## src/rtl/rs_addr_gen.sv

```systemverilog
module rs_addr_gen (
  input  logic       clk,
  input  logic       rst_n,
  input  logic       byte_stb,
  output logic [3:0] ram_addr,
  output logic       rd_en,
  output logic [3:0] byte_idx,
  output logic [1:0] frame_phase
);

  logic [3:0] idx_q;
  logic [1:0] phase_q;
  logic       primed_q;
  logic [1:0] col, row, skew;

  always_ff @(posedge clk) begin
    if (!rst_n) begin
      idx_q    <= '0;
      phase_q  <= '0;
      primed_q <= 1'b0;
    end else if (byte_stb) begin
      idx_q <= idx_q + 4'd1;
      if (idx_q == 4'd15) begin
        phase_q  <= phase_q + 2'd1;
        primed_q <= 1'b1;
      end
    end
  end

  assign col  = idx_q[3:2];
  assign row  = idx_q[1:0];
  assign skew = phase_q * row;

  assign ram_addr    = {col + skew, row};
  assign rd_en       = byte_stb & primed_q;
  assign byte_idx    = idx_q;
  assign frame_phase = phase_q;

endmodule

```

## config.mk

```make
export PLATFORM = sky130hd
export DESIGN_NAME = rs_addr_gen
export DESIGN_NICKNAME = d
export VERILOG_FILES = /design/src/rtl/rs_addr_gen.sv
export SDC_FILE = /design/constraint.sdc
export NUM_CORES = 1
export LEC_CHECK = 0
export BUFFER_PORTS_ARGS = -buffer_cell sky130_fd_sc_hd__buf_2
export CAP_MARGIN = 30
export CORE_AREA = 10 10 47 49
export CTS_CLUSTER_DIAMETER = 100
export DETAILED_ROUTE_END_ITERATION = 8
export DIE_AREA = 0 0 57 59
export SLEW_MARGIN = 0
export SYNTH_ARGS = -nofsm -noshare
export SYNTH_HDL_FRONTEND = slang
export SYNTH_SLANG_ARGS = --single-unit
```

## constraint.sdc

```tcl
create_clock -name clk -period 1.34 [get_ports clk]
set_input_delay 0.268 -clock clk [delete_from_list [all_inputs] [get_ports clk]]
set_output_delay 0.268 -clock clk [all_outputs]
set_load 0.03 [all_outputs]
```

# Word level (Yosys, flattened, before mapping)
# Cells that the tools add are included.
classes:
  addsub: 3
  multipliers: 1
  div: 0
  n_lt_le_gt_ge: 0
  eq_ne: 1
  n_shift: 0
  muxes: 0
  n_bitwise: 1
  n_reduce_logical: 1
op_table:
  columns: ["op", "n"]
  rows:
  - ["adder 4 x 1 -> 4 bit (second input constant)", 1]
  - ["== test 4 bit (second input constant)", 1]
  - ["adder 2 x 1 -> 2 bit (second input constant)", 1]
  - ["adder 2 bit", 1]
  - ["multiplier 2 x 2 -> 2 bit", 1]
  - ["AND reduction 2 bit", 1]
  - ["AND 1 bit", 1]
totals:
  reg_bits: 7
  latch_bits: 0
  mem_bits_rw: 0
  rom_bits: 0
  inputBits: 3
  word_cells: 10
  memories: 0

# Longest topological paths before layout
depth:
  depth_word: 2
  mapped_depth: 5

# Least setup slack after synthesis
# No wires, ideal clock.
synth_path:
  kind: "reg-to-output"
  start: "register idx_q[0] (netlist: byte_idx[0])"
  end: "output ram_addr[3]"
  arrival_ns: 1.707
  required_time_ns: 1.072
  setup_slack_ns: -0.635
  stages_incl_launch_ff: 6
  n_path_buf: 0
  cell_sequence: "dfxtp_1 > and2_1 > ha_1 > xor2_1 > xnor2_1 > xnor2_1"
synth_via:
  elab_chain_len: 2
synth_rtl:
  columns: ["element", "line_no", "rtl"]
  rows:
  - ["from (decl)", "11", "logic [3:0] idx_q;"]
  - ["from (signal assigned)", "22", "idx_q <= idx_q + 4'd1;"]
  - ["multiplier 2 x 2 -> 2 bit", "32", "assign skew = phase_q * row;"]
  - ["adder 2 bit", "34", "assign ram_addr = {col + skew, row};"]
  - ["to (decl)", "5", "output logic [3:0] ram_addr,"]
# Every way passes these cells.

# Worst setup path in the final report
layout_path:
  start: "register phase_q[0] (netlist: frame_phase[0])"
  end: "output ram_addr[3]"
layout_via:
  elab_chain_len: 2
layout_rtl:
  columns: ["element", "line_no", "rtl"]
  rows:
  - ["from (decl)", "12", "logic [1:0] phase_q;"]
  - ["from (signal assigned)", "24", "phase_q <= phase_q + 2'd1;"]
  - ["multiplier 2 x 2 -> 2 bit", "32", null]
  - ["adder 2 bit", "34", null]
# Every way passes these cells.

==> results.md <==
* Status: finished with violations
* Failing checks: negative setup slack
* Num CTS Buffers at 3
* Final min period at 1.746 ns
* Inst Count DP at 68
* Maxcap violations at 0
* CP max stage delay at 0.33 ns
* Peak supply drop at 487.1 uV
* Startpoint Class: flop
* Global-route wire length before repair at 1352 um
* Final setup fails at 2
* Hold-fix buffers, CTS at 0
* Drt total wl at 807 um
* H-tree Lvls at 1
* Pre-CTS setup slack at -0.2667 ns
* Max-slew headroom at 85.80%
* Die H at 59 um
* CTS max path bufs at 2
* Post-Syn Area at 356.6 um2
* Netlist cell types at 14
* F_max at 572.8 MHz
* Fillers at 155
* Hold crit path type: in2reg
* # clock sinks at 7
* Leak at 0.2851 nW
* Clock tree from TritonCTS: built
* Syn Nets at 41
* Unrepaired setup endpoints after global routing: yes
* Gate Count Post-Synth at 36
* Most frequent CP cell: xnor2_2
* Core area at 1401 um2
* Initial Utilization at 25.45%
* Warnings from Yosys at 0
* Vias in the first global route at 346
* Via count at 308
* P&R area growth vs syn at 54.04%
* Finished Layout Cells at 72
* Endpoints failing hold at 0
* Worst setup path start: frame_phase[0]$_SDFFE_PN0P_
* Drt via density at 4.278
* Crit-path cells: and2_4 -> ha_4 -> xor2_2 -> xnor2_2 -> xnor2_2 -> buf_6
* Fin Setup TNS at -0.4411 ns
* IO Port Bufs at 13
* Multi-input gate area at 239.0 um2
* Number of remaining DRC errors at 0
* Antenna Cells at 0
* Root Buffer: clkbuf_4
* Placed inst area at 495.5 um2
* Final Util at 39.20%
* Gr ovfl total at 0
* Rows at 14
* Share of cells above drive strength 1 at 55.36%
* Mean Syn Cell Area at 9.905 um2
* Worst-path cell with the longest stage delay: dfxtp_4
* DIE WIDTH at 57 um
* DRT iter0 DRCs at 2
* GP Congestion at 0.6872
* Routed WL per cell at 11.21 um
* Clock transition at the registers of the reported paths at 0.05 ns
* Start point of the worst hold path: rst_n
* Final period util at 130.3%
* Final setup margin at -0.4059 ns
* Overall routing resource usage at 5.195%
* Worst-skew pair later-pin latency at 0.25 ns
* Seq/Total Area, Yosys at 39.30%
* Highest net fanout along the worst path at 2
* 1st-pass router iterations at 2
* Register bit total from synthesis at 7
* WS Path Type: reg2out
* Max Slew Vio Count at 0
* Finished Cell Area at 549.3 um2
* Endpoint class of the critical path: output port
* Initial antenna violation count at 0
* Reg2reg start: byte_idx[0]$_SDFFE_PN0P_
* Final Skew at 0.0003496 ns
* Worst Tran Pin Value at 0.2127 ns
* WP data required at 1.07 ns
* Most frequent cells in the layout: 11 x buf_2, 5 x nand2_1, 5 x buf_4
* Arr. time, crit path at 1.48 ns
* Largest net degree at the start of global routing at 9
* Nets at 62
* ANT nets after route at 0
* Die area at 3363 um2
* Commonest non-fill, non-tap cell in the layout: buf_2
* Cell area power density at 881.9 nW/um2
* Register cell area after layout at 148.9 um2
* I/O Pins at 14
layer usage:
layer / vias up / routed length, um / GRT usage (%)
li1: 155 / - / -
met1: 137 / 388 / 5.251
met2: 12 / 350 / 7.752
met3: 4 / 50 / 2.361
met4: 0 / 17 / 5.034
met5: - / 0 / 0
sequential cells by signal, indices dropped and copies added (netlist names):
signal / count
primed_q: 1
byte_idx: 4
frame_phase: 2
synth_stat cells, drive strengths merged:
master  n  area, um2
xor2    3      26.28
buf     2      15.01
nand2   5      18.77
nor2b   1      6.260
dfxtp   7      140.1
nand2b  1      6.260
and2    6      38.79
ha      2      25.02
xnor2   4      35.03
and4    1      11.26
nand4   1      6.260
o21a    1      7.510
mux2i   2      20.02
final timing paths:
check / slack [ns] / end / cells past startpoint
max reg2reg: 0.06 / frame_phase[0]$_SDFFE_PN0P_ / 5
max: -0.41 / ram_addr[3] / 6
min: 0.31 / primed_q$_SDFFE_PN0P_ / 2
min reg2reg: 0.46 / primed_q$_SDFFE_PN0P_ / 1
cell families (layout without fill, tap and decap cells):
logic type               count (synthesis)  in the layout  synth area share, %
adder cells (fa/ha/maj)                  2              2                7.016
multiplexers                             2              2                5.614
flip-flops                               7              7                39.30
AND/OR/NAND/NOR                         15             15                24.57
AO/OA/AOI/OAI                            1              1                2.106
buffers and inverters                    2             22                4.209
XOR/XNOR                                 7              7                17.19
power breakdown:
group	total [mW]	internal, mW	switching [mW]	leakage (nW)
logic	0.0743	0.0262	0.0481	0.211
clock network	0.190	0.114	0.0762	0.0150
registers	0.220	0.213	0.00701	0.0587
what timing repair did:
action,4_1_cts,5_1_grt
buffers inserted,0,0
gates resized for setup,6,0
pin swaps,2,1
endpoints found under the setup margin,2,2
through the flow:
stage               total power [mW]  hold WS, ns
floorplan                     0.2772       0.3855
global placement              0.2981       0.4420
detailed placement            0.2996       0.4496
CTS                           0.4945       0.3046
global route                  0.5131       0.3173
finish                        0.4844       0.3100
worst max-delay path: cells and delay by family, from the launching register on:
kind	cells	cell delay [ns]
xor gates and xnor gates	3	0.45
DFF	1	0.33
and+or+nand+nor	1	0.15
adders and majority gates	1	0.15
buffers and inverters	1	0.15
final cells by class:
cell class,count,share of cell area (%)
tap,16,3.645
sequential,7,27.11
multi-input combinational,27,43.51
timing repair buffer,18,20.96
clock buffer,4,4.784
Note: power is estimated with default switching activity, not from simulation.
